## config.mk

```make
export PLATFORM = sky130hd
export DESIGN_NAME = sshift_engine
export DESIGN_NICKNAME = d
export VERILOG_FILES = /design/src/rtl/sse_pkg.sv /design/src/rtl/sse_sync.sv /design/src/rtl/sse_clk_sel.sv /design/src/rtl/sshift_engine.sv
export SDC_FILE = /design/constraint.sdc
export NUM_CORES = 1
export LEC_CHECK = 0
export BUFFER_PORTS_ARGS = -buffer_cell sky130_fd_sc_hd__buf_4
export CORE_UTILIZATION = 33
export CTS_CLUSTER_DIAMETER = 80
export DETAILED_ROUTE_END_ITERATION = 12
export GPL_ROUTABILITY_DRIVEN = 1
export SETUP_SLACK_MARGIN = 0.2
export SYNTH_ARGS = -nofsm -noshare
export SYNTH_HDL_FRONTEND = slang
export SYNTH_SLANG_ARGS = --single-unit
```

## constraint.sdc

```tcl
create_clock -name clk -period 3.8 [get_ports clk]
set_input_delay 0.19 -clock clk [delete_from_list [all_inputs] [get_ports clk]]
set_output_delay 0.19 -clock clk [all_outputs]
set_load 0.02 [all_outputs]
```

## src/rtl/sse_pkg.sv

```systemverilog
package sse_pkg;
    localparam int ADDR_W = 2;

    typedef enum logic [1:0] {
        CK_SOFT     = 2'd0,
        CK_TIMER    = 2'd1,
        CK_EXT_RISE = 2'd2,
        CK_EXT_FALL = 2'd3
    } ck_src_e;

    typedef enum logic [ADDR_W-1:0] {
        A_DATA  = 2'd0,
        A_CTRL  = 2'd1,
        A_FLAGS = 2'd2,
        A_COUNT = 2'd3
    } reg_addr_e;

    typedef struct packed {
        logic    start_ie;
        logic    ovf_ie;
        logic    two_wire;
        ck_src_e src;
    } ctrl_t;

    localparam int CTRL_W = $bits(ctrl_t);
endpackage

```

## src/rtl/sse_sync.sv

```systemverilog
module sse_sync #(
    parameter int   W       = 2,
    parameter logic RST_VAL = 1'b1
) (
    input  logic         clk,
    input  logic         rst_n,
    input  logic [W-1:0] d,
    output logic [W-1:0] q
);
    for (genvar i = 0; i < W; i++) begin : g_bit
        logic [1:0] stage_q;
        logic [1:0] stage_d;

        always_comb begin
            stage_d = {stage_q[0], d[i]};
        end

        always_ff @(posedge clk or negedge rst_n) begin
            if (!rst_n) stage_q <= {2{RST_VAL}};
            else        stage_q <= stage_d;
        end

        assign q[i] = stage_q[1];
    end
endmodule

```

## src/rtl/sse_clk_sel.sv

```systemverilog
module sse_clk_sel
    import sse_pkg::*;
(
    input  logic    clk,
    input  logic    rst_n,
    input  ck_src_e src,
    input  logic    pin_lvl,
    input  logic    soft_stb,
    input  logic    timer_tick,
    input  logic    phase_clr,
    output logic    sample_ev,
    output logic    drive_ev,
    output logic    latch_open
);
    typedef struct packed {
        logic int_lvl;
        logic pin_prev;
    } ck_state_t;

    ck_state_t st_q, st_d;
    logic int_ev, pin_rise, pin_fall;

    always_comb begin
        st_d     = st_q;
        int_ev   = ((src == CK_SOFT) && soft_stb) || ((src == CK_TIMER) && timer_tick);
        pin_rise = pin_lvl && !st_q.pin_prev;
        pin_fall = !pin_lvl && st_q.pin_prev;
        unique case (src)
            CK_EXT_RISE: begin
                sample_ev  = pin_rise;
                drive_ev   = pin_fall;
                latch_open = !pin_lvl;
            end
            CK_EXT_FALL: begin
                sample_ev  = pin_fall;
                drive_ev   = pin_rise;
                latch_open = pin_lvl;
            end
            default: begin
                sample_ev  = int_ev && !st_q.int_lvl;
                drive_ev   = int_ev && st_q.int_lvl;
                latch_open = !st_q.int_lvl;
            end
        endcase
        st_d.pin_prev = pin_lvl;
        if (phase_clr)   st_d.int_lvl = 1'b0;
        else if (int_ev) st_d.int_lvl = !st_q.int_lvl;
    end

    always_ff @(posedge clk or negedge rst_n) begin
        if (!rst_n) begin
            st_q.int_lvl  <= 1'b0;
            st_q.pin_prev <= 1'b1;
        end else begin
            st_q <= st_d;
        end
    end


    edge_excl_chk: assert property (@(posedge clk) disable iff (!rst_n)
        $onehot0({sample_ev, drive_ev}));


    int_toggle_chk: assert property (@(posedge clk) disable iff (!rst_n)
        (int_ev && !phase_clr) |=> (st_q.int_lvl != $past(st_q.int_lvl)));
endmodule

```

## src/rtl/sshift_engine.sv

```systemverilog
module sshift_engine
    import sse_pkg::*;
#(
    parameter int DATA_W = 8,
    parameter int CNT_W  = 4
) (
    input  logic              clk,
    input  logic              rst_n,
    input  logic [ADDR_W-1:0] reg_addr,
    input  logic              reg_wr,
    input  logic [DATA_W-1:0] reg_wdata,
    output logic [DATA_W-1:0] reg_rdata,
    input  logic              timer_tick,
    input  logic              sclk_i,
    input  logic              sdi_i,
    output logic              so_o,
    output logic              sda_drv_low_o,
    output logic              scl_drv_low_o,
    output logic              irq_xfer_o,
    output logic              irq_start_o
);
    localparam int STB_BIT = DATA_W - 1;
    localparam int ST_BIT  = DATA_W - 1;
    localparam int OV_BIT  = DATA_W - 2;

    typedef struct packed {
        logic [DATA_W-1:0] sr;
        logic              hold;
        logic [CNT_W-1:0]  cnt;
        logic              ovf;
        logic              start;
        ctrl_t             ctrl;
        logic              sda_prev;
    } state_t;

    state_t    state_q, state_d;
    reg_addr_e addr;
    logic      wr_data, wr_ctrl, wr_flags, wr_cnt;
    logic      scl_s, sda_s;
    logic      sample_ev, drive_ev, latch_open;
    logic      lat_out, edge_ev, cnt_wrap, start_ev;

    assign addr     = reg_addr_e'(reg_addr);
    assign wr_data  = reg_wr && (addr == A_DATA);
    assign wr_ctrl  = reg_wr && (addr == A_CTRL);
    assign wr_flags = reg_wr && (addr == A_FLAGS);
    assign wr_cnt   = reg_wr && (addr == A_COUNT);

    sse_sync #(.W(2), .RST_VAL(1'b1)) u_sync (
        .clk   (clk),
        .rst_n (rst_n),
        .d     ({sclk_i, sdi_i}),
        .q     ({scl_s, sda_s})
    );

    sse_clk_sel u_clk (
        .clk        (clk),
        .rst_n      (rst_n),
        .src        (state_q.ctrl.src),
        .pin_lvl    (scl_s),
        .soft_stb   (wr_ctrl && reg_wdata[STB_BIT]),
        .timer_tick (timer_tick),
        .phase_clr  (wr_cnt),
        .sample_ev  (sample_ev),
        .drive_ev   (drive_ev),
        .latch_open (latch_open)
    );

    always_comb begin
        state_d  = state_q;
        lat_out  = latch_open ? state_q.sr[DATA_W-1] : state_q.hold;
        edge_ev  = sample_ev || drive_ev;
        cnt_wrap = edge_ev && (state_q.cnt == '1) && !wr_cnt;
        start_ev = state_q.ctrl.two_wire && state_q.sda_prev && !sda_s && scl_s;

        state_d.hold     = lat_out;
        state_d.sda_prev = sda_s;

        if (sample_ev) state_d.sr = {state_q.sr[DATA_W-2:0], sda_s};
        if (wr_data)   state_d.sr = reg_wdata;

        if (edge_ev) state_d.cnt = state_q.cnt + 1'b1;
        if (wr_cnt)  state_d.cnt = reg_wdata[CNT_W-1:0];

        if (wr_flags && reg_wdata[ST_BIT]) state_d.start = 1'b0;
        if (wr_flags && reg_wdata[OV_BIT]) state_d.ovf   = 1'b0;
        if (cnt_wrap) state_d.ovf   = 1'b1;
        if (start_ev) state_d.start = 1'b1;

        if (wr_ctrl) state_d.ctrl = ctrl_t'(reg_wdata[CTRL_W-1:0]);
    end

    always_ff @(posedge clk or negedge rst_n) begin
        if (!rst_n) begin
            state_q          <= '0;
            state_q.sda_prev <= 1'b1;
        end else begin
            state_q <= state_d;
        end
    end

    always_comb begin
        reg_rdata = '0;
        unique case (addr)
            A_DATA:  reg_rdata = state_q.sr;
            A_CTRL:  reg_rdata = DATA_W'(state_q.ctrl);
            A_FLAGS: begin
                reg_rdata[ST_BIT]    = state_q.start;
                reg_rdata[OV_BIT]    = state_q.ovf;
                reg_rdata[CNT_W-1:0] = state_q.cnt;
            end
            default: reg_rdata = DATA_W'(state_q.cnt);
        endcase
    end

    assign so_o          = !state_q.ctrl.two_wire && lat_out;
    assign sda_drv_low_o = state_q.ctrl.two_wire && !lat_out;
    assign scl_drv_low_o = state_q.ctrl.two_wire && (state_q.start || state_q.ovf);
    assign irq_xfer_o    = state_q.ovf && state_q.ctrl.ovf_ie;
    assign irq_start_o   = state_q.start && state_q.ctrl.start_ie;


    latch_hold_chk: assert property (@(posedge clk) disable iff (!rst_n)
        !$stable(lat_out) |-> latch_open);


    cnt_step_chk: assert property (@(posedge clk) disable iff (!rst_n)
        ((state_q.cnt != $past(state_q.cnt)) && !$past(wr_cnt))
            |-> (state_q.cnt == CNT_W'($past(state_q.cnt) + 1'b1)));


    ovf_wrap_chk: assert property (@(posedge clk) disable iff (!rst_n)
        $rose(state_q.ovf) |-> (state_q.cnt == '0));


    start_mode_chk: assert property (@(posedge clk) disable iff (!rst_n)
        $rose(state_q.start) |-> $past(state_q.ctrl.two_wire));


    set_wins_chk: assert property (@(posedge clk) disable iff (!rst_n)
        cnt_wrap |=> state_q.ovf);


    flag_clr_chk: assert property (@(posedge clk) disable iff (!rst_n)
        (wr_flags && reg_wdata[OV_BIT] && !cnt_wrap) |=> !state_q.ovf);


    scl_release_chk: assert property (@(posedge clk) disable iff (!rst_n)
        ($past(scl_drv_low_o) && !scl_drv_low_o) |-> $past(wr_flags || wr_ctrl));
endmodule

```

==> results by group, run 1 <==
Outcome
  • Run status: finished, final reports clean

Setup path
  • Worst-path fanout max: 6
  • Worst endpoint data arrival time: 1.71 ns
  • Req. time, crit path: 3.61 ns
  • R2r startpoint: u_sync.g_bit[1].stage_q[1]
  • R2R cell count: 4
  • Reg2reg end: state_q[19]
  • R2R setup slack: 2.05 ns
  • Worst Setup End Kind: output pin
  • Critical Path Source Type: register
  • Kind of critical path: reg2out
  • Worst Setup SP: u_sync.g_bit[1].stage_q[1]

Clock tree
  • CTS Buf Count: 3
  • H-tree lvl count: 1
  • Worst-path clk slew: 0.09 ns
  • CTS tree: yes
  • Root Driver: clkbuf_8
  • Worst-Skew Late Latency: 0.27 ns
  • CTS Sinks: 27
  • Post-CTS setup buffer count: 0
  • CTS max path bufs: 2

Finish
  • Design Area, Final: 0.00177 sq mm
  • P&R area growth vs syn: 21.1%
  • Antenna Cells: 0
  • Share of cells above drive strength 1: 0.391
  • Filler cell count: 404
  • Total Nets Final: 179
  • Finished Layout Cells: 211

Floorplanning
  • Die X: 68.6 um
  • Top Ports: 29
  • Die area: 0.00470 sq mm
  • Core Area: 0.00412 sq mm
  • Initial Utilization: 0.355
  • Die height: 68.6 um
  • Row count: 23

Synthesis
  • Net count after synthesis: 150
  • Top cell type's share of synthesized area: 0.359
  • Asr flop ratio synth: 1.00
  • Syn Area/Cell: 11.0 sq um
  • Distinct cells, synth: 31
  • Synth area leader: dfrtp_1
  • Synth warnings: 0
  • Cells after Synth: 133
  • Seq/Total Area, Yosys: 0.467
  • Dominant synthesized flop cell: dfrtp_1
  • Mapped cell area: 0.00146 sq mm
  • FF+latch count, synth: 27
  • EDFF count, synth: 0
  • Most frequent cells after synthesis: dfrtp_1, mux2_2, nand2_1
  • Synth top area cells: dfrtp_1, mux2_2, dfstp_2

Route
  • Drt drc: 0
  • Vias: 1,084
  • Drt total wl: 3.27 mm
  • DRT iter0 DRCs: 78
  • Detail Route Antenna Nets: 0
  • DR pass1 iterations: 4
  • Drt wl/cell: 15.5 um
  • Drt via density: 5.14

Placement
  • Placed inst area: 0.00171 sq mm
  • GP Congestion: 0.793
  • Port-buffer cells: 28
  • Placed instance count: 205
  • Dpl hpwl: 2.42 mm

Power and ir drop
  • Power, Total: 1.08 mW
  • Leak: 0.793 nW
  • Peak supply drop: 0.167 mV
  • Pwr dens: 610 mW/mm^2

Global routing
  • Grt total ovfl: 0
  • Initial antenna violation count: 0
  • Vias in the first global route: 1,087
  • Gr usage total: 0.155
  • First-pass GRT wire length: 5.20 mm
  • Largest net degree at the start of global routing: 28

STA
  • Final setup fails: 0
  • Rel. slew slack: 0.549
  • Final worst-path cycle share: 0.500
  • Post-layout min period: 1.90 ns
  • Worst-case hold slack: 0.0195 ns
  • Fmax: 526 MHz
  • Fin Setup TNS: 0 ns
  • RSZ-0062 raised after global routing: false
  • Worst-Margin Slew: 0.673 ns
  • Fin. Hold Viols: 0
  • Max Slew Vio Count: 0
  • Setup Skew: 0.00231 ns

Flow run
  • Max-Cap Viols: 0

Worst hold path
  • Hold Crit Endpoint: u_sync.g_bit[1].stage_q[0]
  • Worst hold path depth: 1
  • Hold Crit Class: in2reg
  • Min-delay src: sclk_i
cell families (layout without fill, tap and decap cells):
group	Yosys count	count (layout)	share of synthesized area
AO/OA/AOI/OAI	23	23	0.111
buffers and inverters	8	36	0.0257
adder cells (fa/ha/maj)	1	1	0.00855
flip-flops	27	27	0.467
XOR/XNOR	2	2	0.0120
AND/OR/NAND/NOR	43	43	0.159
multiplexers	29	29	0.216
where the power goes:
group | internal (mW) | total, mW | leakage (nW) | switching [mW]
Clock | 0.0734 | 0.159 | 0.0255 | 0.0856
Combinational | 0.234 | 0.434 | 0.452 | 0.200
Sequential | 0.386 | 0.488 | 0.316 | 0.102
Total | 0.693 | 1.08 | 0.793 | 0.388
registers in the layout (all words and copies together), names as in the netlist:
name	flops
u_sync.g_bit.stage_q	4
state_q	21
u_clk.st_q	2
cell usage in the layout, fill, tap and decap left out, drive strengths merged:
master        n
o21a          2
nor3b         3
o22a          1
a21boi        1
a211o         2
ha            1
buf          28
and3b         1
xnor2         2
and2          3
mux2         21
o21ai         8
and3          3
nand3b        1
nand3         5
a31o          2
nor2          8
a21oi         6
nand2        13
mux2i         8
dlygate4sd3   2
or3           1
nand4b        4
clkbuf        3
inv           2
nand4         1
dfstp         6
clkinv        1
o311ai        1
dfrtp        21
area by class of cell:
type / count / area [sq um] / share of cell area
inverter: 2 / 7.51 / 0.00424
clock buffer: 3 / 41.3 / 0.0233
sequential: 27 / 683 / 0.386
timing repair buffer: 30 / 230 / 0.130
multi-input combinational: 98 / 742 / 0.419
clock inverter: 1 / 5.00 / 0.00282
tap: 50 / 62.6 / 0.0353
critical path: stages (launching register included):
cell and delay (ns):
dfstp_2 0.60, xnor2_1 0.08, a21oi_1 0.18, mux2i_1 0.29, and2_1 0.16, buf_4 0.13
layer usage:
metal / GRT usage / vias up / share of wire
li1: - / 534 / -
met2: 0.275 / 30 / 0.49
met1: 0.185 / 511 / 0.45
met4: 0.0599 / 0 / 0.022
met5: 0 / - / 0
met3: 0.0263 / 9 / 0.043
through the flow:
stage	setup WS [ns]	utilization
after floorplan	2.18	-
after global placement	1.98	0.414
after detailed placement	1.94	0.414
after CTS	1.87	0.428
after global routing	1.77	0.431
final	1.90	0.431
repair_timing:
item                                   4_1_cts  5_1_grt
endpoints found under the hold margin       21        1
gates resized for setup                      0        0
setup endpoints to repair                    0        0
hold buffers                                 1        1
worst max path at each step:
stage,end,slack (ns),cells past startpoint
2_1_floorplan,state_q[13],2.18,4
3_3_place_gp,state_q[16],1.98,5
3_5_place_dp,state_q[19],1.94,5
4_1_cts,sda_drv_low_o,1.87,5
5_1_grt,sda_drv_low_o,1.77,5
6_report,sda_drv_low_o,1.90,5
Power figures use the tool's default switching activity.
==> inputs of run 2 (changes only) <==
==> constraint.sdc (replaced) <==
create_clock -name clk -period 1.7 [get_ports clk]
set_input_delay 0.085 -clock clk [delete_from_list [all_inputs] [get_ports clk]]
set_output_delay 0.085 -clock clk [all_outputs]
set_load 0.02 [all_outputs]
==> results by group, run 2 (same netlist as run 1, synthesis figures left out) <==
Setup path
  • R2R setup slack: -0.03 ns
  • CP max stage delay: 0.55 ns
  • Crit-path slowest cell: dfstp_2
  • Crit-path most repeated cell: buf_6
  • Critical Path Source Type: register
  • Worst-path cell chain: buf_6, xnor2_2, a21oi_2, mux2i_2, and2_4, buf_6
  • Worst-path fanout max: 3
  • Reg2reg end: state_q[17]
  • R2r startpoint: u_sync.g_bit[1].stage_q[1]
  • Worst endpoint data arrival time: 1.67 ns
  • R2R cell count: 6
  • Req. time, crit path: 1.62 ns
  • Worst Setup End Kind: output pin
  • Kind of critical path: reg2out

Worst hold path
  • Hold Crit Class: in2reg
  • Min-delay src: reg_wdata[2]
  • Hold Crit Endpoint: state_q[10]
  • Worst hold path depth: 3

Global routing
  • Largest net degree at the start of global routing: 28
  • Initial antenna violation count: 0
  • Vias in the first global route: 1,153
  • Grt total ovfl: 0
  • First-pass GRT wire length: 5.59 mm
  • Gr usage total: 0.164

Power and ir drop
  • Pwr dens: 1330 mW/mm^2
  • Leak: 0.856 nW
  • Peak supply drop: 0.334 mV

Clock tree
  • CTS Buf Count: 3
  • CTS max path bufs: 2
  • CTS tree: yes
  • CTS Sinks: 27
  • Root Driver: clkbuf_8
  • Worst-Skew Late Latency: 0.27 ns
  • Worst-path clk slew: 0.09 ns
  • H-tree lvl count: 1

STA
  • Fin Setup TNS: -0.275 ns
  • Post-layout min period: 1.75 ns
  • Final setup fails: 9
  • RSZ-0062 raised after global routing: true
  • Worst-Margin Slew: 0.389 ns
  • Setup Skew: 0.00339 ns
  • Rel. slew slack: 0.741
  • Fin. Hold Viols: 0
  • Worst-case hold slack: 0.0350 ns
  • Fmax: 571 MHz
  • Max Slew Vio Count: 0
  • PnR worst setup slack: -0.0502 ns
  • Final worst-path cycle share: 1.03

Finish
  • Reg area: 686 sq um
  • Share of cells above drive strength 1: 0.468
  • Area used by multi-input combinational logic: 776 sq um
  • Antenna Cells: 0
  • Largest register FFs: 21
  • Total Nets Final: 189
  • Largest regs: state_q (21), u_sync.g_bit.stage_q (4), u_clk.st_q (2)
  • Most common cell after layout, fill and taps aside: buf_4
  • Biggest register: state_q
  • Filler cell count: 396
  • P&R area growth vs syn: 29.9%
  • Most frequent cells in the layout: buf_4, mux2_2, dfrtp_1, nand2_1, nor2_1

Route
  • DRT iter0 DRCs: 58
  • Vias: 1,143
  • Detail Route Antenna Nets: 0
  • Drt via density: 5.17
  • Drt total wl: 3.41 mm
  • Drt drc: 0
  • DR pass1 iterations: 4
  • Drt wl/cell: 15.4 um

Floorplanning
  • Initial Utilization: 0.355
  • Die height: 68.6 um
  • Row count: 23
  • Die area: 0.00470 sq mm
  • Die X: 68.6 um
  • Core Area: 0.00412 sq mm
  • Top Ports: 29

Placement
  • Dpl hpwl: 2.53 mm
  • Port-buffer cells: 28
  • GP Congestion: 0.791
  • Worst slack, placed: 0.0448 ns

Outcome
  • Run status: finished with violations
  • Failing checks: negative setup slack

Flow run
  • Max-Cap Viols: 0
run 2: layout make-up:
type                            count  area share
Multi-Input combinational cell     98       0.408
Inverter                            2     0.00395
Timing Repair Buffer               40       0.170
Clock buffer                        4      0.0237
Sequential cell                    27       0.361
Tap cell                           50      0.0329
run 2: power breakdown:
group	leakage [nW]	total (mW)	internal [mW]	switching [mW]
sequential	0.314	1.08	0.864	0.216
combinational	0.520	1.07	0.590	0.478
clock	0.0228	0.374	0.168	0.205
total	0.856	2.52	1.62	0.899
run 2: worst max-delay path, delay by kind of cell, from the launching register on:
| family | cells | cell delay (ns) |
|---|---|---|
| AOI/OAI and AO/OA | 1 | 0.14 |
| xor gates and xnor gates | 1 | 0.06 |
| buffers and inverters | 2 | 0.21 |
| DFF | 1 | 0.55 |
| muxes | 1 | 0.26 |
| and+or+nand+nor | 1 | 0.17 |
run 2: what timing repair did:
item | CTS | global route
setup buffers | 2 | 0
hold buffers | 3 | 0
endpoints found under the hold margin | 23 | 0
gates resized for setup | 6 | 8
endpoints found under the setup margin | 15 | 16
pin swaps | 3 | 3
run 2: worst max-delay path by stage:
stage	to	depth (start not counted)	slack [ns]	startpoint
after floorplan	state_q[13]	4	0.12	state_q[1]
after global placement	state_q[19]	5	0.08	u_sync.g_bit[1].stage_q[1]
after detailed placement	state_q[17]	5	0.04	u_sync.g_bit[1].stage_q[1]
after CTS	sda_drv_low_o	6	-0.07	u_sync.g_bit[1].stage_q[1]
after global routing	sda_drv_low_o	6	-0.17	u_sync.g_bit[1].stage_q[1]
final	sda_drv_low_o	6	-0.05	u_sync.g_bit[1].stage_q[1]
run 2: layer usage:
layer / global-route usage / wire length [um]
met3: 0.0247 / 95
met2: 0.265 / 1690
met4: 0.0547 / 53
met1: 0.224 / 1580
met5: 0 / 0
run 2: stage by stage:
stage,area [sq um],total power [mW],std cells,utilization
6_report,1900,2.52,221,0.462
4_1_cts,1870,2.51,221,0.454
5_1_grt,1900,2.72,221,0.462
2_1_floorplan,1460,1.73,133,-
3_3_place_gp,1760,2.06,212,0.427
3_5_place_dp,1760,2.09,212,0.427
==> inputs of run 3 (changes only) <==
--- a/config.mk
+++ b/config.mk
@@ -5,7 +5,8 @@
 export SDC_FILE = /design/constraint.sdc
 export NUM_CORES = 1
 export LEC_CHECK = 0
-export BUFFER_PORTS_ARGS = -buffer_cell sky130_fd_sc_hd__buf_4
+export BUFFER_PORTS_ARGS = -buffer_cell sky130_fd_sc_hd__buf_2
+export CORE_ASPECT_RATIO = 0.9
 export CORE_UTILIZATION = 33
 export CTS_CLUSTER_DIAMETER = 80
 export DETAILED_ROUTE_END_ITERATION = 12
==> results by group, run 3 (same netlist as run 1, synthesis figures left out) <==
Finish
  • P&R area growth vs syn: 27.5%
  • Antenna Cells: 0
  • Final core utilization: 0.449
  • Reg area: 686 sq um
  • Most frequent cells in the layout: buf_2, mux2_2, dfrtp_1, nand2_1
  • Most common cell after layout, fill and taps aside: buf_2
  • Filler cell count: 388
  • Design Area, Final: 0.00186 sq mm
  • Largest register FFs: 21
  • Largest regs: state_q (21), u_sync.g_bit.stage_q (4), u_clk.st_q (2)
  • Area used by multi-input combinational logic: 778 sq um
  • Total Nets Final: 190
  • Biggest register: state_q
  • Share of cells above drive strength 1: 0.471

Worst hold path
  • Worst hold path depth: 2
  • Hold Crit Endpoint: state_q[5]
  • Hold Crit Class: in2reg
  • Min-delay src: reg_wdata[4]

STA
  • Final worst-path cycle share: 0.990
  • Post-layout min period: 1.68 ns
  • Rel. slew slack: 0.610
  • Fmax: 594 MHz
  • Worst-case hold slack: 0.0629 ns
  • Worst-Margin Slew: 0.585 ns
  • Setup Skew: 0.00746 ns
  • Fin. Hold Viols: 0
  • RSZ-0062 raised after global routing: true
  • Max Slew Vio Count: 0
  • Final setup fails: 0

Placement
  • Port-buffer cells: 28
  • Dpl hpwl: 2.40 mm
  • GP Congestion: 0.787
  • Placed inst area: 0.00169 sq mm

Clock tree
  • CTS tree: yes
  • Root Driver: clkbuf_8
  • H-tree lvl count: 1
  • Worst-path clk slew: 0.09 ns
  • CTS max path bufs: 2
  • Worst-Skew Late Latency: 0.27 ns
  • CTS Buf Count: 3
  • CTS Sinks: 27

Setup path
  • Crit-path most repeated cell: buf_4
  • Reg2reg end: state_q[8]
  • Worst Setup SP: u_sync.g_bit[1].stage_q[1]
  • Crit. path cell count: 6
  • Req. time, crit path: 1.85 ns
  • Worst-path cell chain: buf_4, buf_4, xnor2_2, nand2_1, and3_1, a211o_1
  • Worst endpoint data arrival time: 1.84 ns
  • CP top delay family: flip-flops
  • CP max stage delay: 0.56 ns
  • WP buf/inv: 2
  • Critical Path Source Type: register
  • Worst Setup End Kind: register
  • R2r startpoint: u_sync.g_bit[1].stage_q[1]
  • Worst-path fanout max: 7
  • R2R setup slack: 0.02 ns
  • Kind of critical path: reg2reg
  • Crit-path slowest cell: dfstp_2
  • R2R cell count: 6

Global routing
  • First-pass GRT wire length: 5.73 mm
  • Initial antenna violation count: 0
  • Vias in the first global route: 1,180
  • Gr usage total: 0.157
  • Grt total ovfl: 0
  • Largest net degree at the start of global routing: 28

Floorplanning
  • Top Ports: 29
  • Core Area: 0.00416 sq mm
  • Die height: 65.2 um
  • Die area: 0.00470 sq mm
  • Row count: 22
  • Initial Utilization: 0.352
  • Die X: 72.2 um

Route
  • Detail Route Antenna Nets: 0
  • Vias: 1,184
  • Drt total wl: 3.40 mm
  • DRT iter0 DRCs: 71
  • Drt drc: 0
  • DR pass1 iterations: 4
  • Drt wl/cell: 14.7 um
  • Drt via density: 5.10

Outcome
  • Run status: finished, final reports clean

Power and ir drop
  • Power, Total: 2.47 mW
  • Leak: 0.849 nW
  • Peak supply drop: 0.446 mV
  • Pwr dens: 1330 mW/mm^2

Flow run
  • Max-Cap Viols: 0
[run 3: cell types whose count changed in the layout (fill, tap and decap cells not counted), sizes merged]
cell    delta
clkinv     +1
buf        +1
clkbuf     -1
[run 3: what timing repair did]
| action | in CTS | in global routing |
|---|---|---|
| pin swaps | 6 | 2 |
| hold endpoints to repair | 23 | 0 |
| hold buffers | 3 | 0 |
| setup endpoints to repair | 15 | 15 |
| buffers inserted | 3 | 1 |
| resized for setup | 12 | 7 |
[run 3: layout make-up]
cell class | instances | share of cell area
sequential | 27 | 0.368
inverter | 2 | 0.00403
timing repair buffer | 41 | 0.146
clock buffer | 3 | 0.0221
clock inverter | 1 | 0.00268
multi-input combinational | 98 | 0.417
tap | 60 | 0.0403
[run 3: power by group]
group	leakage (nW)	internal (mW)	switching, mW	total, mW
sequential	0.314	0.864	0.218	1.08
combinational	0.510	0.548	0.486	1.03
clock	0.0255	0.164	0.193	0.356
[run 3: per-layer routing]
metal / GRT usage / share of wire / up-vias
met5: 0 / 0 / -
met3: 0.0184 / 0.035 / 4
met2: 0.271 / 0.50 / 31
met4: 0.0441 / 0.0091 / 0
met1: 0.208 / 0.46 / 591
li1: - / - / 558
[run 3: stage by stage]
stage	TNS [ns]	worst slack [ns]	instances
after floorplan	0	0.117	133
after global placement	0	0.0790	221
after detailed placement	0	0.0361	221
after CTS	-0.0276	-0.0276	231
after global routing	-0.230	-0.101	232
final	0	0.0173	232
[run 3: worst reg2reg max path, cell delays in order, from the launching register on]
cell,delay (ns)
dfstp_2,0.56
buf_4,0.12
buf_4,0.13
xnor2_2,0.13
nand2_1,0.19
and3_1,0.23
a211o_1,0.22
[run 3: worst max-delay path by stage]
stage | endpoint
floorplan | state_q[13]
global placement | state_q[17]
detailed placement | state_q[15]
CTS | sda_drv_low_o
global route | sda_drv_low_o
finish | state_q[8]
